[src/rtl/lsalign_pkg.sv]
package lsalign_pkg;

  typedef enum logic [1:0] {
    SZ_BYTE = 2'b00,
    SZ_HALF = 2'b01,
    SZ_WORD = 2'b10
  } acc_size_e;

  // Size code 2'b11 is folded onto a full-width access.
  function automatic acc_size_e decode_size(input logic [1:0] code);
    case (code)
      2'b00:   return SZ_BYTE;
      2'b01:   return SZ_HALF;
      default: return SZ_WORD;
    endcase
  endfunction

endpackage

[src/rtl/lsalign_agen.sv]
module lsalign_agen #(
  parameter int XLEN  = 32,
  parameter int IMM_W = 16
) (
  input  logic [XLEN-1:0]  base,
  input  logic [IMM_W-1:0] imm,
  output logic [XLEN-1:0]  ea
);
  localparam int EXT_W = XLEN - IMM_W;

  logic [XLEN-1:0] imm_ext;

  assign imm_ext = {{EXT_W{imm[IMM_W-1]}}, imm};
  assign ea      = base + imm_ext;
endmodule

[src/rtl/lsalign_store_lanes.sv]
module lsalign_store_lanes
  import lsalign_pkg::*;
#(
  parameter int XLEN = 32
) (
  input  acc_size_e                      size,
  input  logic [$clog2(XLEN/8)-1:0]      lane_off,
  input  logic [XLEN-1:0]                src,
  output logic [XLEN-1:0]                wdata,
  output logic [XLEN/8-1:0]              be,
  output logic                           unaligned
);
  localparam int NLANES = XLEN / 8;
  localparam int OFF_W  = $clog2(NLANES);

  for (genvar i = 0; i < NLANES; i++) begin : g_lane
    localparam logic [OFF_W-1:0] BYTE_SEL = OFF_W'(i);
    localparam logic [OFF_W-2:0] HALF_SEL = (OFF_W-1)'(i / 2);

    assign wdata[8*i +: 8] = (size == SZ_BYTE) ? src[7:0] :
                             (size == SZ_HALF) ? src[8*(i%2) +: 8] :
                                                 src[8*i +: 8];

    assign be[i] = (size == SZ_BYTE) ? (lane_off == BYTE_SEL) :
                   (size == SZ_HALF) ? (lane_off[OFF_W-1:1] == HALF_SEL) :
                                       1'b1;
  end

  assign unaligned = ((size == SZ_HALF) && lane_off[0]) ||
                     ((size == SZ_WORD) && (lane_off != '0));
endmodule

[src/rtl/lsalign_load_extract.sv]
module lsalign_load_extract
  import lsalign_pkg::*;
#(
  parameter int XLEN = 32
) (
  input  logic [XLEN-1:0]            rdata,
  input  acc_size_e                  size,
  input  logic                       zext,
  input  logic [$clog2(XLEN/8)-1:0]  lane_off,
  output logic [XLEN-1:0]            value
);
  localparam int OFF_W = $clog2(XLEN / 8);

  logic [7:0]  byte_v;
  logic [15:0] half_v;
  logic        byte_fill;
  logic        half_fill;

  always_comb begin
    byte_v    = rdata[{lane_off, 3'b000} +: 8];
    half_v    = rdata[{lane_off[OFF_W-1:1], 4'b0000} +: 16];
    byte_fill = !zext && byte_v[7];
    half_fill = !zext && half_v[15];
    case (size)
      SZ_BYTE: value = {{(XLEN-8){byte_fill}}, byte_v};
      SZ_HALF: value = {{(XLEN-16){half_fill}}, half_v};
      default: value = rdata;
    endcase
  end
endmodule

[src/rtl/lsalign_top.sv]
module lsalign_top
  import lsalign_pkg::*;
#(
  parameter int XLEN   = 32,
  parameter int IMM_W  = 16,
  parameter int RIDX_W = 5
) (
  input  logic                 clk,
  input  logic                 rst,
  input  logic                 req_valid,
  input  logic                 req_store,
  input  logic [1:0]           req_size,
  input  logic                 req_unsigned,
  input  logic [XLEN-1:0]      req_base,
  input  logic [IMM_W-1:0]     req_offset,
  input  logic [XLEN-1:0]      req_wval,
  input  logic [RIDX_W-1:0]    req_dest,
  output logic [XLEN-1:0]      bus_addr,
  output logic [XLEN/8-1:0]    bus_be,
  output logic [XLEN-1:0]      bus_wdata,
  output logic                 bus_we,
  output logic                 bus_re,
  input  logic [XLEN-1:0]      bus_rdata,
  output logic                 misalign,
  output logic                 wb_en,
  output logic [RIDX_W-1:0]    wb_idx,
  output logic [XLEN-1:0]      wb_data
);
  localparam int NLANES = XLEN / 8;
  localparam int OFF_W  = $clog2(NLANES);

  // request-side decode
  acc_size_e          req_sz;
  logic [XLEN-1:0]    ea;
  logic [XLEN-1:0]    steer_data;
  logic [NLANES-1:0]  steer_be;
  logic               steer_bad;
  logic               go;

  // stage A: load context travelling with the bus cycle
  logic               pa_load;
  logic [RIDX_W-1:0]  pa_idx;
  acc_size_e          pa_size;
  logic               pa_zext;
  logic [OFF_W-1:0]   pa_off;

  // stage B: write-back context, aligned with returned read data
  acc_size_e          pb_size;
  logic               pb_zext;
  logic [OFF_W-1:0]   pb_off;
  logic [XLEN-1:0]    ext_val;

  assign req_sz = decode_size(req_size);

  lsalign_agen #(.XLEN(XLEN), .IMM_W(IMM_W)) agen_i (
    .base (req_base),
    .imm  (req_offset),
    .ea   (ea)
  );

  lsalign_store_lanes #(.XLEN(XLEN)) steer_i (
    .size      (req_sz),
    .lane_off  (ea[OFF_W-1:0]),
    .src       (req_wval),
    .wdata     (steer_data),
    .be        (steer_be),
    .unaligned (steer_bad)
  );

  assign go = req_valid && !steer_bad;

  always_ff @(posedge clk) begin
    if (rst) begin
      bus_addr  <= '0;
      bus_be    <= '0;
      bus_wdata <= '0;
      bus_we    <= 1'b0;
      bus_re    <= 1'b0;
      misalign  <= 1'b0;
      pa_load   <= 1'b0;
      pa_idx    <= '0;
      pa_size   <= SZ_WORD;
      pa_zext   <= 1'b0;
      pa_off    <= '0;
    end else begin
      if (req_valid) begin
        bus_addr <= ea;
      end
      misalign  <= req_valid && steer_bad;
      bus_we    <= go && req_store;
      bus_re    <= go && !req_store;
      bus_be    <= go ? steer_be : '0;
      bus_wdata <= (go && req_store) ? steer_data : '0;
      pa_load   <= go && !req_store && (req_dest != '0);
      pa_idx    <= req_dest;
      pa_size   <= req_sz;
      pa_zext   <= req_unsigned;
      pa_off    <= ea[OFF_W-1:0];
    end
  end

  always_ff @(posedge clk) begin
    if (rst) begin
      wb_en   <= 1'b0;
      wb_idx  <= '0;
      pb_size <= SZ_WORD;
      pb_zext <= 1'b0;
      pb_off  <= '0;
    end else begin
      wb_en   <= pa_load;
      wb_idx  <= pa_load ? pa_idx : '0;
      pb_size <= pa_size;
      pb_zext <= pa_zext;
      pb_off  <= pa_off;
    end
  end

  lsalign_load_extract #(.XLEN(XLEN)) extract_i (
    .rdata    (bus_rdata),
    .size     (pb_size),
    .zext     (pb_zext),
    .lane_off (pb_off),
    .value    (ext_val)
  );

  assign wb_data = wb_en ? ext_val : '0;
endmodule

[config.mk]
export PLATFORM = sky130hd
export DESIGN_NAME = lsalign_top
export DESIGN_NICKNAME = d
export VERILOG_FILES = /design/src/rtl/lsalign_pkg.sv /design/src/rtl/lsalign_agen.sv /design/src/rtl/lsalign_store_lanes.sv /design/src/rtl/lsalign_load_extract.sv /design/src/rtl/lsalign_top.sv
export SDC_FILE = /design/constraint.sdc
export NUM_CORES = 1
export LEC_CHECK = 0
export BUFFER_PORTS_ARGS = -buffer_cell sky130_fd_sc_hd__buf_2
export CAP_MARGIN = 10
export CORE_ASPECT_RATIO = 0.8
export CORE_UTILIZATION = 50
export CTS_BUF_LIST = sky130_fd_sc_hd__clkbuf_2 sky130_fd_sc_hd__clkbuf_4 sky130_fd_sc_hd__clkbuf_8
export DETAILED_ROUTE_END_ITERATION = 10
export PLACE_DENSITY = 0.83
export SETUP_SLACK_MARGIN = 0.02
export SLEW_MARGIN = 40
export SYNTH_ARGS = -nofsm -noshare
export SYNTH_HDL_FRONTEND = slang
export SYNTH_SLANG_ARGS = --single-unit
[constraint.sdc]
create_clock -name clk -period 2.9 [get_ports clk]
set_input_delay 0.145 -clock clk [delete_from_list [all_inputs] [get_ports clk]]
set_output_delay 0.145 -clock clk [all_outputs]
set_load 0.03 [all_outputs]
==> results of run 1 <==
==> power by group <==
part | leakage [nW] | switching (W) | internal [W] | total, W
Combinational | 2.79 | 0.000608 | 0.000391 | 0.000999
Clock | 0.108 | 0.000463 | 0.000443 | 0.000907
Sequential | 0.761 | 0.0000374 | 0.00135 | 0.00139
Total | 3.66 | 0.00111 | 0.00219 | 0.00330
==> timing repair <==
action,CTS,global route
endpoints found under the hold margin,1,1
gates resized for setup,0,1
hold buffers,1,1
setup endpoints to repair,0,16
==> flip-flops by register name (all words and copies together) (netlist names) <==
name and cells:
bus_addr 32, bus_be 4, bus_re 1, bus_wdata 32
bus_we 1, misalign 1, pa_idx 5, pa_load 1
pa_off 2, pa_size 2, pa_zext 1, pb_off 2
pb_size 2, pb_zext 1, wb_en 1, wb_idx 5
==> critical path, cell delays in order (launching register included) <==
cell,delay (ps)
dfxtp_1,360
mux2_1,370
nand2_1,80
o21ai_0,100
a21oi_2,370
nand2_1,150
nand3_2,300
a21oi_1,90
buf_2,200
==> cells by family (layout without fill, tap and decap cells) <==
kind of cell	after synthesis	after routing	share of synthesized area
AOI/OAI and AO/OA	173	173	0.206
other	0	2	0
DFF	93	93	0.336
and+or+nand+nor	248	248	0.216
xor gates and xnor gates	19	19	0.0300
muxes	49	49	0.0905
adders and majority gates	32	32	0.0736
buffers and inverters	66	289	0.0474
==> worst paths after layout <==
check | endpoint | slack (ps) | depth (start not counted)
max | wb_data[23] | 400 | 8
min | bus_wdata[30]$_SDFF_PP0_ | 20 | 3
max reg2reg | wb_idx[0]$_SDFF_PP0_ | 2070 | 2
min reg2reg | wb_idx[2]$_SDFF_PP0_ | 430 | 1
==> through the flow <==
| stage | hold slack, ps | total power [W] |
|---|---|---|
| final | 21.2 | 0.00330 |
| after global routing | 0.871 | 0.00347 |
| after CTS | 2.22 | 0.00332 |
| after detailed placement | 372 | 0.00240 |
| after global placement | 368 | 0.00239 |
| after floorplan | 238 | 0.00209 |
==> layout by cell type, fill, tap and decap left out, types with 3 or more instances in the layout <==
master and n:
mux2i_1 40, xor2_1 4, nand3_1 14, nor2_1 69
and3_1 16, or2_2 5, xnor2_1 15, mux2_2 7
clkbuf_8 10, inv_1 25, and2_1 14, inv_6 3
nand3b_1 3, nor3_1 17, a31oi_1 8, o21a_1 9
o311ai_0 3, nand2_1 67, buf_2 232, buf_4 13
a21o_1 17, dfxtp_1 93, a21oi_1 65, nand4b_1 4
nand4_1 7, ha_1 31, a211oi_1 5, o22ai_1 3
o21ai_0 31, nor2b_1 19
==> cell type report <==
| type | count | area [sq um] |
|---|---|---|
| multi-input cells | 521 | 3430 |
| clock inverters | 5 | 65.1 |
| flip-flops and latches | 93 | 1860 |
| inverters | 26 | 97.6 |
| diodes | 2 | 5.00 |
| repair buffers | 247 | 1280 |
| well taps | 140 | 175 |
| clock buffers | 11 | 145 |
| fillers | 928 | 3470 |
==> layer usage <==
layer | wire length [microns] | part of all wire
met3 | 1400 | 0.087
met5 | 0 | 0
met1 | 7070 | 0.44
met2 | 7340 | 0.45
met4 | 343 | 0.021
==> qor.txt, run 1 <==
EDFF count, synth -> 0
met2 Track Usage GR -> 0.472
GR Layer Usage met1 -> 0.341
Final Worst Setup Slack -> 397 ps
Post-Syn Area -> 5550 sq um
post-CTS setup buffers -> 0
fin util -> 0.670
FF-to-FF Start -> pa_load$_SDFF_PP0_
Remaining DRCs -> 0
syn nets -> 836
met3 Usage GRT -> 0.0776
Via density -> 5.45
Detailed Route Iter0 Violations -> 366
number of global-route vias before repair -> 5128
placed instance area -> 6810 sq um
Synth Area per Inst -> 8.15 sq um
Pleak -> 3.66 nW
CP Launch Point -> pb_off[1]$_SDFF_PP0_
htree depth -> 3
worst hold start -> req_wval[30]
RSZ-0062 raised after global routing -> false
Slew HR -> 0.637
largest net degree at the start of global routing -> 32
Clock Latency Late Sink -> 350 ps
pwr/cell area -> 467 nW/um^2
CTS max path bufs -> 2
critical setup path kind -> reg2out
Port-buffer cells -> 232
GRT busiest layer -> met2
Die Span X -> 120 microns
clock-pin transition on the worst setup and hold timing paths -> 90 ps
first-pass GRT wire length -> 25300 microns
Core Rows -> 33
hpwl dp -> 12600 microns
hold crit path type -> in2reg
CP startpoint kind -> flip-flop
worst-path fanout max -> 16
count leader, synth -> dfxtp_1
Cells after Synth -> 680
Synth Flop Type -> dfxtp_1
Final Instance Area -> 7060 sq um
reported max-cap violation count -> 0
Clock Skew -> 11.3 ps
GPL Wtd Cong -> 0.910
cell count after placement -> 1025
worst slack, placed -> 214 ps
cts bufs inserted -> 9
global-route congestion overflow total -> 0
share of flip-flops with an asynchronous set or reset -> 0
Num Clock Sinks -> 93
post-synthesis cell type count -> 69
All-Layer GR Usage -> 0.278
Die Ht -> 96.2 microns
CTS tree -> yes
Starting Density -> 0.527
# setup viols final -> 0
fin crit period -> 2500 ps
core area -> 10500 sq um
sequential element share of the synthesized area -> 0.336
register bit total from synthesis -> 93
nature of the critical path endpoint -> output port
Worst Tran Pin Value -> 543 ps
Synth Warn # -> 0
DR vias -> 5692
# IOs -> 233
Synth top area share -> 0.336
WP data arrival -> 2360 ps
Max rail drop VDD -> 0.000294 V
Critical Path RT -> 2760 ps
top cells by count, synth -> dfxtp_1 (93), nor2_1 (70), nand2_1 (67)
Finished Layout Cells -> 1045
Post-DRT Antenna Nets -> 0
Initial DRT Pass Iterations -> 5
Die Area -> 11500 sq um
antenna violations before repair -> 1
area grow syn2layout -> 27.3%
share of cells above drive strength 1 -> 0.320
Synth area leader -> dfxtp_1
Slew Limit Fails -> 0
Fmax -> 399 MHz
CTS root buffer -> clkbuf_8
top post-synthesis cells by area -> dfxtp_1 (34%), mux2i_1 (7.2%), ha_1 (7.0%), a21oi_1 (5.9%), nor2_1 (4.7%)
DR WL/cell -> 15.5 microns
Nets -> 1054
drt total wl -> 16200 microns
Final Cycle Share -> 0.863
Hold Vio Cnt, Final -> 0
outcome -> completed
Setup TNS Final -> 0 ps
(Power assumes the default switching activity.)
==> run 2: changes to the inputs <==
==> constraint.sdc (replaced) <==
create_clock -name clk -period 2.9 [get_ports clk]
set_input_delay 0.29 -clock clk [delete_from_list [all_inputs] [get_ports clk]]
set_output_delay 0.29 -clock clk [all_outputs]
set_load 0.03 [all_outputs]
==> run 2 against run 1 <==
Net effect:
- die area did not move
- setup slack got worse by 11 ps
- sequential cell count did not move
- clock skew fell by 5.1 ps
- first-iteration DRC count fell by 20%
- core utilization rose by 0.44 points
- largest cell class unchanged
==> qor.txt, run 2 (synthesized netlist as in run 1, its figures left out) <==
worst-path fanout max -> 3 (-13)
DR WL/cell -> 15.6 microns (+0.82%)
Num Clock Sinks -> 93 (unchanged)
Setup TNS Final -> 0 ps (unchanged)
Detailed Route Iter0 Violations -> 293 (-20%)
hpwl dp -> 12800 microns (+1.5%)
WP data arrival -> 2730 ps (+370 ps)
outcome -> completed
Die Ht -> 96.2 microns (unchanged)
critical setup path kind -> in2reg
Critical Path RT -> 3110 ps (+350 ps)
Slew HR -> 0.567 (-0.0708)
largest net degree at the start of global routing -> 32 (unchanged)
area grow syn2layout -> 28.1%
FILL cells -> 955 (+2.9%)
CTS root buffer -> clkbuf_8
Worst Tran Pin Value -> 650 ps (+107 ps)
Clock Skew -> 6.24 ps (-5.09 ps)
Via density -> 5.50 (+0.92%)
RSZ-0062 raised after global routing -> false
Post-DRT Antenna Nets -> 0 (unchanged)
part of the power in registers -> 0.418 (-0.004)
number of global-route vias before repair -> 5229 (+2.0%)
pwr/cell area -> 469 nW/um^2 (+0.31%)
Hold Crit Endpoint -> pa_load$_SDFF_PP0_
CP Launch Point -> req_base[0]
R2R setup slack -> 2100 ps (+30 ps)
CTS Hold Bufs -> 0 (-1)
# IOs -> 233 (unchanged)
FF-to-FF Start -> bus_addr[29]$_SDFFE_PP0P_
global-route congestion overflow total -> 0 (unchanged)
commonest cells after routing, fill and taps aside -> buf_2 (232), dfxtp_1 (93), nor2_1 (69), nand2_1 (67), a21oi_1 (65)
All-Layer GR Usage -> 0.281 (+0.00241)
htree depth -> 3 (unchanged)
Remaining DRCs -> 0 (unchanged)
Comb pwr share -> 0.305 (+0.002)
Final Worst Setup Slack -> 386 ps (-10.7 ps)
DR vias -> 5772 (+1.4%)
Pint -> 0.00221 W (+1.0%)
hold path cells -> 2 (-1)
Pleak -> 3.70 nW (+0.91%)
fin crit period -> 2510 ps (+10.7 ps)
Starting Density -> 0.527 (unchanged)
clock-pin transition on the worst setup and hold timing paths -> 90 ps (about the same)
# setup viols final -> 0 (unchanged)
met1 wire length -> 6910 microns (-2.2%)
met3 routed WL -> 1590 microns (+13%)
multi-input gate area in the final layout -> 3430 sq um (unchanged)
Die Area -> 11500 sq um (unchanged)
Net Sw Power -> 0.00112 W (+0.84%)
CP startpoint kind -> primary input
Initial DRT Pass Iterations -> 5 (unchanged)
share of cells above drive strength 1 -> 0.327 (+0.00669)
worst slack, placed -> 88.4 ps (-126 ps)
Worst R2R Path Depth -> 2 (unchanged)
hold crit path type -> in2reg
Nets -> 1060 (+0.57%)
antenna violations before repair -> 1 (unchanged)
Max rail drop VDD -> 0.000409 V (+39%)
cell count after placement -> 1033 (+0.78%)
Fmax -> 398 MHz (-0.42%)
top flop regs -> bus_addr (32), bus_wdata (32)
cts bufs inserted -> 9 (unchanged)
most common cell after layout, fill and taps aside -> buf_2
GPL Wtd Cong -> 0.904 (-0.63%)
Hold Vio Cnt, Final -> 0 (unchanged)
nature of the critical path endpoint -> flip-flop
Die Span X -> 120 microns (unchanged)
CTS max path bufs -> 2 (unchanged)
Port-buffer cells -> 232 (unchanged)
fin util -> 0.675 (+0.00440)
Final Cycle Share -> 0.867 (+0.00368)
Critical R2R Capture -> bus_addr[29]$_SDFFE_PP0P_
CTS-repair resized insts -> 0 (unchanged)
Core Rows -> 33 (unchanged)
drt total wl -> 16400 microns (+1.3%)
met2 routed WL -> 7610 microns (+3.7%)
worst hold start -> req_dest[1]
uppermost routed layer -> met4
Sw Share -> 0.336 (-0.000435)
post-CTS setup buffers -> 0 (unchanged)
Slew Limit Fails -> 0 (unchanged)
reported max-cap violation count -> 0 (unchanged)
Clock Power Share -> 0.277 (+0.002)
placed instance area -> 6870 sq um (+0.88%)
core area -> 10500 sq um (unchanged)
Sequential cell area -> 1860 sq um (unchanged)
CTS tree -> yes
Finished Layout Cells -> 1050 (+0.48%)
Clock Latency Late Sink -> 340 ps (about the same)
first-pass GRT wire length -> 25500 microns (+0.76%)
Final Instance Area -> 7100 sq um (+0.66%)
[run 2: cell types whose count changed in the layout (fill, tap and decap cells not counted)]
| cell | before | now |
|---|---|---|
| buf_4 | 13 | 21 |
| inv_6 | 3 | 0 |
| clkinv_4 | 1 | 3 |
| dlygate4sd3_1 | 2 | 0 |
| clkbuf_4 | 1 | 0 |
| clkbuf_8 | 10 | 11 |
| diode_2 | 2 | 1 |
| inv_8 | 0 | 1 |
[run 2: per-stage QoR]
step | hold WS, ps | total power, W
floorplan | 383 | 0.00209
global placement | 395 | 0.00241
detailed placement | 395 | 0.00242
global route | 148 | 0.00349
finish | 160 | 0.00333
CTS | 144 | 0.00334
[run 2: how the worst max path moves through the flow]
stage | slack (ps) | endpoint
2_1_floorplan | 460 | bus_addr[28]$_SDFFE_PP0P_
3_3_place_gp | 180 | bus_addr[28]$_SDFFE_PP0P_
3_5_place_dp | 90 | bus_addr[26]$_SDFFE_PP0P_
4_1_cts | 270 | wb_data[31]
5_1_grt | 230 | wb_data[28]
6_report | 390 | bus_addr[26]$_SDFFE_PP0P_
[run 2: layer usage]
metal,up-vias,track usage
li1,2854,-
met1,2603,0.343
met2,287,0.479
met3,28,0.0776
met4,0,0.0938
met5,-,0
[run 2: power by group through the flow]
stage	clock network (W)	logic [W]	registers, W
after global routing	0.000994	0.00110	0.00140
after global placement	0	0.000987	0.00142
after CTS	0.000941	0.00101	0.00139
final	0.000923	0.00101	0.00139
after floorplan	0	0.000550	0.00154
after detailed placement	0	0.00100	0.00142
[run 2: layout make-up]
type,count,area share
sequential,93,0.262
inverter,26,0.0137
antenna,1,0.000352
tap,140,0.0247
multi-input combinational,521,0.483
clock inverter,5,0.00951
timing repair buffer,253,0.186
clock buffer,11,0.0213
[run 2: worst max-delay path: stages]
cell and delay (ps):
buf_2 100, ha_1 220, fa_1 410, a21o_1 220
a221oi_2 380, o21ai_2 170, a31oi_1 190, a21boi_0 200
nand4_1 170, mux2i_1 220, o311ai_0 160
